==> src/rtl/ledd_pkg.sv <==
package ledd_pkg;
   typedef enum logic [1:0] {PH_HIGH = 2'd0, PH_DATA = 2'd1, PH_LOW = 2'd2} phase_e;
   typedef enum logic [1:0] {ST_IDLE = 2'd0, ST_SEND = 2'd1, ST_LATCH = 2'd2} state_e;
   localparam int BITS_PER_LED = 24;
   localparam int BITS_PER_COLOUR = 8;
endpackage

==> src/rtl/ledd_bitclock.sv <==
module ledd_bitclock
   import ledd_pkg::*;
#(
   parameter int PHASE_CYC = 20
) (
   input  logic   clk,
   input  logic   rst_n,
   input  logic   clr,
   input  logic   en,
   output phase_e phase,
   output logic   bit_end
);
   localparam int CW = (PHASE_CYC > 1) ? $clog2(PHASE_CYC) : 1;
   localparam logic [CW-1:0] CNT_LAST = CW'(PHASE_CYC - 1);

   logic [CW-1:0] cnt_q;
   phase_e        ph_q;

   always_ff @(posedge clk or negedge rst_n) begin
      if (!rst_n) begin
         cnt_q <= '0;
         ph_q  <= PH_HIGH;
      end else if (clr) begin
         cnt_q <= '0;
         ph_q  <= PH_HIGH;
      end else if (en) begin
         if (cnt_q == CNT_LAST) begin
            cnt_q <= '0;
            unique case (ph_q)
               PH_HIGH: ph_q <= PH_DATA;
               PH_DATA: ph_q <= PH_LOW;
               default: ph_q <= PH_HIGH;
            endcase
         end else begin
            cnt_q <= cnt_q + 1'b1;
         end
      end
   end

   assign phase   = ph_q;
   assign bit_end = en && (ph_q == PH_LOW) && (cnt_q == CNT_LAST);

   // a phase only ever advances after its full count of cycles
   assert_phase_len_R2: assert property (@(posedge clk) disable iff (!rst_n)
      ($past(en) && !$past(clr) && (ph_q != $past(ph_q))) |-> ($past(cnt_q) == CNT_LAST));
   // the data phase is always entered from the high phase
   assert_phase_order_R2: assert property (@(posedge clk) disable iff (!rst_n)
      ((ph_q == PH_DATA) && ($past(ph_q) != PH_DATA)) |-> ($past(ph_q) == PH_HIGH));
endmodule

==> src/rtl/ledd_addrgen.sv <==
module ledd_addrgen
   import ledd_pkg::*;
#(
   parameter int DEPTH = 625,
   parameter int LW    = 16,
   parameter int PW    = 5
) (
   input  logic                     clk,
   input  logic                     rst_n,
   input  logic                     clr,
   input  logic                     step,
   input  logic [LW-1:0]            led_len,
   output logic [$clog2(DEPTH)-1:0] addr,
   output logic [PW-1:0]            pass,
   output logic                     last_bit
);
   localparam int AW = $clog2(DEPTH);
   localparam logic [AW:0] DEPTH_V = (AW+1)'(DEPTH);
   localparam logic [AW:0] LED_V   = (AW+1)'(BITS_PER_LED);

   logic [4:0]    slot_q;
   logic [LW-1:0] led_q;
   logic [AW-1:0] base_q;
   logic [PW-1:0] bpass_q;
   logic [4:0]    off;
   logic [AW:0]   sum, nbase;

   // stored colour order red, green, blue; sent green, red, blue
   always_comb begin
      if (slot_q < 5'd8)       off = slot_q + 5'd8;
      else if (slot_q < 5'd16) off = slot_q - 5'd8;
      else                     off = slot_q;
      sum   = (AW+1)'(base_q) + (AW+1)'(off);
      nbase = (AW+1)'(base_q) + LED_V;
      if (sum >= DEPTH_V) begin
         addr = AW'(sum - DEPTH_V);
         pass = bpass_q + 1'b1;
      end else begin
         addr = AW'(sum);
         pass = bpass_q;
      end
   end

   assign last_bit = (slot_q == 5'd23) && (led_q == led_len - 1'b1);

   always_ff @(posedge clk or negedge rst_n) begin
      if (!rst_n) begin
         slot_q  <= '0;
         led_q   <= '0;
         base_q  <= '0;
         bpass_q <= '0;
      end else if (clr) begin
         slot_q  <= '0;
         led_q   <= '0;
         base_q  <= '0;
         bpass_q <= '0;
      end else if (step) begin
         if (slot_q == 5'd23) begin
            slot_q <= '0;
            led_q  <= led_q + 1'b1;
            if (nbase >= DEPTH_V) begin
               base_q  <= AW'(nbase - DEPTH_V);
               bpass_q <= bpass_q + 1'b1;
            end else begin
               base_q  <= AW'(nbase);
            end
         end else begin
            slot_q <= slot_q + 1'b1;
         end
      end
   end

   // the read address never leaves the buffer
   assert_addr_range_R3: assert property (@(posedge clk) disable iff (!rst_n)
      addr < AW'(DEPTH));
   // the slot moves by one per bit and wraps only after the blue LSB
   assert_slot_step_R4: assert property (@(posedge clk) disable iff (!rst_n)
      (step && !clr) |=> (slot_q == (($past(slot_q) == 5'd23) ? 5'd0 : $past(slot_q) + 5'd1)));
endmodule

==> src/rtl/ledd_lanes.sv <==
module ledd_lanes
   import ledd_pkg::*;
#(
   parameter int WORD_W = 16,
   parameter int PW     = 5,
   parameter int SW     = 5
) (
   input  logic              active,
   input  phase_e            phase,
   input  logic [WORD_W-1:0] word,
   input  logic [PW-1:0]     pass,
   input  logic [SW-1:0]     n_str,
   output logic [WORD_W-1:0] pins
);
   localparam int SHW = PW + SW;

   logic [SHW-1:0]    shamt;
   logic [WORD_W-1:0] plane;

   assign shamt = SHW'(pass) * SHW'(n_str);
   assign plane = word >> shamt;

   for (genvar s = 0; s < WORD_W; s++) begin : g_pin
      logic lane_on;
      assign lane_on = active && (SW'(s) < n_str);
      always_comb begin
         unique case (phase)
            PH_HIGH: pins[s] = lane_on;
            PH_DATA: pins[s] = lane_on & plane[s];
            default: pins[s] = 1'b0;
         endcase
      end
   end
endmodule

==> src/rtl/ledstrand_driver.sv <==
module ledstrand_driver
   import ledd_pkg::*;
#(
   parameter int WORD_W    = 16,
   parameter int DEPTH     = 625,
   parameter int PHASE_CYC = 20,
   parameter int LATCH_CYC = 2400,
   parameter int LW        = 16
) (
   input  logic                         clk,
   input  logic                         rst_n,
   input  logic                         start,
   input  logic [$clog2(WORD_W+1)-1:0]  n_strands,
   input  logic [LW-1:0]                led_count,
   output logic [$clog2(DEPTH)-1:0]     buf_addr,
   input  logic [WORD_W-1:0]            buf_data,
   output logic [WORD_W-1:0]            pins,
   output logic                         busy
);
   localparam int SW  = $clog2(WORD_W + 1);
   localparam int PW  = SW;
   localparam int LCW = (LATCH_CYC > 1) ? $clog2(LATCH_CYC) : 1;
   localparam logic [SW-1:0] MAX_STR = SW'(WORD_W);

   if (DEPTH < BITS_PER_LED) begin : g_bad_depth
      $error("DEPTH must hold at least one LED");
   end
   if (PHASE_CYC < 1 || LATCH_CYC < 1) begin : g_bad_timing
      $error("phase and latch lengths must be positive");
   end
   if (WORD_W < 1) begin : g_bad_width
      $error("WORD_W must be positive");
   end

   state_e         st_q;
   logic [SW-1:0]  str_q;
   logic [LW-1:0]  len_q;
   logic [LCW-1:0] lat_q;
   logic           accept, sending, bit_end, last_bit;
   phase_e         phase;
   logic [PW-1:0]  pass;

   assign accept  = (st_q == ST_IDLE) && start && (led_count != '0)
                    && (n_strands != '0) && (n_strands <= MAX_STR);
   assign sending = (st_q == ST_SEND);

   always_ff @(posedge clk or negedge rst_n) begin
      if (!rst_n) begin
         st_q  <= ST_IDLE;
         str_q <= '0;
         len_q <= '0;
         lat_q <= '0;
      end else begin
         unique case (st_q)
            ST_IDLE: if (accept) begin
               st_q  <= ST_SEND;
               str_q <= n_strands;
               len_q <= led_count;
            end
            ST_SEND: if (bit_end && last_bit) begin
               st_q  <= ST_LATCH;
               lat_q <= '0;
            end
            default: begin
               if (lat_q == LCW'(LATCH_CYC - 1)) st_q <= ST_IDLE;
               else lat_q <= lat_q + 1'b1;
            end
         endcase
      end
   end

   ledd_bitclock #(.PHASE_CYC(PHASE_CYC)) u_clk (
      .clk(clk), .rst_n(rst_n), .clr(accept), .en(sending),
      .phase(phase), .bit_end(bit_end)
   );

   ledd_addrgen #(.DEPTH(DEPTH), .LW(LW), .PW(PW)) u_addr (
      .clk(clk), .rst_n(rst_n), .clr(accept), .step(bit_end),
      .led_len(len_q), .addr(buf_addr), .pass(pass), .last_bit(last_bit)
   );

   ledd_lanes #(.WORD_W(WORD_W), .PW(PW), .SW(SW)) u_lanes (
      .active(sending), .phase(phase), .word(buf_data),
      .pass(pass), .n_str(str_q), .pins(pins)
   );

   assign busy = (st_q != ST_IDLE);

   // nothing is driven while idle
   assert_idle_low_R1: assert property (@(posedge clk) disable iff (!rst_n)
      !busy |-> (pins == '0));
   // the latch interval keeps every line low
   assert_latch_low_R6: assert property (@(posedge clk) disable iff (!rst_n)
      (st_q == ST_LATCH) |-> (pins == '0));
   // lines above the active count never rise
   assert_high_pins_low_R5: assert property (@(posedge clk) disable iff (!rst_n)
      busy |-> ((pins >> str_q) == '0));
   // the frame configuration is frozen while a frame runs
   assert_cfg_frozen_R7: assert property (@(posedge clk) disable iff (!rst_n)
      (busy && $past(busy)) |-> ($stable(str_q) && $stable(len_q)));
   // the active pass stays inside the word
   assert_pass_fits_R3: assert property (@(posedge clk) disable iff (!rst_n)
      sending |-> ((int'(pass) + 1) * int'(str_q) <= WORD_W));
endmodule

==> config.mk <==
export PLATFORM = sky130hd
export DESIGN_NAME = ledstrand_driver
export DESIGN_NICKNAME = d
export VERILOG_FILES = /design/src/rtl/ledd_pkg.sv /design/src/rtl/ledd_bitclock.sv /design/src/rtl/ledd_addrgen.sv /design/src/rtl/ledd_lanes.sv /design/src/rtl/ledstrand_driver.sv
export SDC_FILE = /design/constraint.sdc
export NUM_CORES = 1
export LEC_CHECK = 0
export ABC_AREA = 1
export BUFFER_PORTS_ARGS = -buffer_cell sky130_fd_sc_hd__buf_4
export CORE_MARGIN = 1.5
export CORE_UTILIZATION = 60
export DETAILED_ROUTE_END_ITERATION = 8
export HOLD_SLACK_MARGIN = 0.05
export PLACE_DENSITY = 0.81
export SLEW_MARGIN = 20
export SYNTH_ARGS = -nofsm -noshare
export SYNTH_HDL_FRONTEND = slang
export SYNTH_SLANG_ARGS = --single-unit
==> constraint.sdc <==
create_clock -name clk -period 10 [get_ports clk]
set_clock_uncertainty 0.2 [all_clocks]
set_input_delay 1 -clock clk [delete_from_list [all_inputs] [get_ports clk]]
set_output_delay 1 -clock clk [all_outputs]
set_load 0.005 [all_outputs]
==> metrics.txt <==
status=complete, no violations; RSZ-0062 raised after global routing=no; fill count=1005; post-CTS setup buffers=0; Mapped Area=7100 um2; CP Data Required Time=between 8 and 9 ns; final antenna-violating net count=0; CP max-delay cell=fa_1; 1st-iter DRT viols=around 470; Final Hold Vio Count=0; total negative slack=0 ns; initial core utilization=between 60 and 70%; grt ovf=0; critical path's most frequent cell=nand2_1; Gate Count Post-Synth=approximately 1000; Synth Flop Type=dfrtp_1; cell taking the most area after synthesis=dfrtp_1; Die ar.=between 10000 and 15000 um2; Setup-failing EPs final=0; relative slew slack=around 36%; Buffers on Ports=66; 1st-pass router iterations=5; multi-input logic area=approximately 4400 um2; vias per cell=roughly 5.6; synth warn=0; synthesis-to-layout area growth=12.5%; worst-margin pin slew=around 0.96 ns; fraction of layout instances using a drive strength above 1=between 10% and 20%; area share of the largest cell type after synthesis=27.5%; sequential fraction of the synthesis area=27.5%; Worst setup EP type=output pin; final slew viol count=0; Top Ports=67; PD cells=roughly 320 nW/um2; Die X=112 um; root buffer cell=clkbuf_16; arrival time worst endpoint=7.25 ns; Crit Path Class=flop to output pin; CTS Buffer Depth=2; antenna violations before repair=0; synthesized net count=1129; Placement Rows=39; Async SR Flop Fraction=100%; first-pass GRT wire length=roughly 29 mm; final-stage net count=about 1200; mean post-synth cell area=6.82 um2; clk_lat worst skew=0.33 ns; FF+latch count, synth=78; CTS HTree Levels=3; period utilisation layout=a little over four fifths; Tmin final=roughly 8.4 ns; Worst setup SP type=flop; clk sinks=78; Detailed Place HPWL=between 10 and 15 mm; hold buffers post-CTS=0; vias after detailed routing=~6900; ranking of synthesized cells by area=dfrtp_1 (28%), nand2_1 (13%), nand3_1 (8.3%); Yosys cell types=50; Post-synth EDFFs=0; CP max FO=18; Hold WC Path Type=flop to flop; RePlAce Congestion=around 0.94; dpl cell area=7650 um2; Total Routing Usage GR=27.6%; pin count of the biggest net entering global routing=79; vias in the first global route=6457; Finished Cell Area=approximately 8000 um2; die height=around 110 um; storage element area=1950 um2; Clock transition at path regs=around 0.060 ns; achievable frequency=between 0.1 and 0.15 GHz; TritonCTS Buffers=9; Max Cap Violations=0; Core ar.=between 10000 and 15000 um2; Resized cells post-CTS=0; peak supply drop=roughly 420 uV; Lkg Pwr=between 4 and 5 nW; total power=between 2 and 3 mW; Remaining DRCs=0; Routed WL=16.8 mm; Antenna Cells=0; WL/cell=between 10 and 15 um; CP max stage delay=0.54 ns; most numerous cell in the Yosys netlist=nand2_1; TritonCTS clock tree=built; top post-synthesis cells by count=nand2_1 (241), inv_1 (146), nand3_1 (118), nor2_1 (83), dfrtp_1 (78)
-- stage by stage --
step                      setup slack [ns]  hold slack (ns)  util, %  std cells
after floorplan                       2.62            0.261        -       1041
after global placement                2.16            0.281     66.7       1223
after detailed placement              2.01            0.286     66.7       1223
after CTS                             1.60            0.300     69.6       1238
after global routing                 0.770            0.342     69.6       1238
final                                 1.55            0.301     69.6       1238
-- power by group --
group	internal (mW)	switching, mW
Combinational	0.654	1.12
Clock	0.242	0.126
Sequential	0.340	0.0377
Total	1.24	1.28
-- sequential cells by signal, indices dropped and copies added (netlist names) --
name and cells:
len_q 16, str_q 5, u_addr.bpass_q 5, u_addr.led_q 16, u_clk.phase 2, lat_q 12
u_addr.slot_q 5, u_addr.base_q 10, u_clk.cnt_q 5, st_q 2
-- worst max-delay path, delay by kind of cell, from the launching register on --
family          cells  cell delay [ns]
fa+ha+maj           6             2.54
simple gates       24             2.52
flops               1             0.40
buf+inv             8             0.81
compound gates      3             0.66
-- worst paths after layout --
check	start	endpoint	slack, ns	depth (start not counted)
min in group asynchronous	rst_n	u_addr.led_q[5]	0.62	1
min reg2reg	len_q[15]	len_q[15]	0.30	2
max	u_addr.slot_q[3]	pins[3]	1.55	41
min	len_q[15]	len_q[15]	0.30	2
max reg2reg	len_q[0]	lat_q[7]	6.74	16
max in group asynchronous	rst_n	str_q[1]	8.35	1
-- cells in the final DEF (no fill, tap or decap), types with 4 or more instances in the layout --
cell type and instances:
a21o_1 4, a21oi_1 37, buf_4 66, clkbuf_16 9, dfrtp_1 78, fa_1 10, ha_1 38, inv_1 146
inv_2 5, nand2_1 241, nand2_2 10, nand3_1 118, nand3_2 5, nand4_1 35, nor2_1 83, nor2_2 8
nor3_1 16, nor4_1 12, o21ai_0 65, o22ai_1 7, xnor2_1 9, xor2_1 43
-- per-layer routing --
layer | track usage, % | wire (um)
met1 | 38.7 | 7820
met2 | 45.0 | 7830
met3 | 3.05 | 804
met4 | 9.03 | 357
met5 | 0 | 0
-- layout make-up --
cell class,count,share of cell area (%)
timing repair buffer,66,6.20
clock inverter,6,1.39
clock buffer,9,2.82
multi-input combinational,783,55.7
sequential,78,24.4
tap,143,2.24
inverter,153,7.19
-- logic make-up after synthesis --
kind of cell | Yosys count | synth area share, %
simple gates | 545 | 35.9
buf+inv | 180 | 9.82
compound gates | 138 | 10.8
flops | 78 | 27.5
xor+xnor | 52 | 6.42
fa+ha+maj | 48 | 9.52
Power figures use the tool's default switching activity.
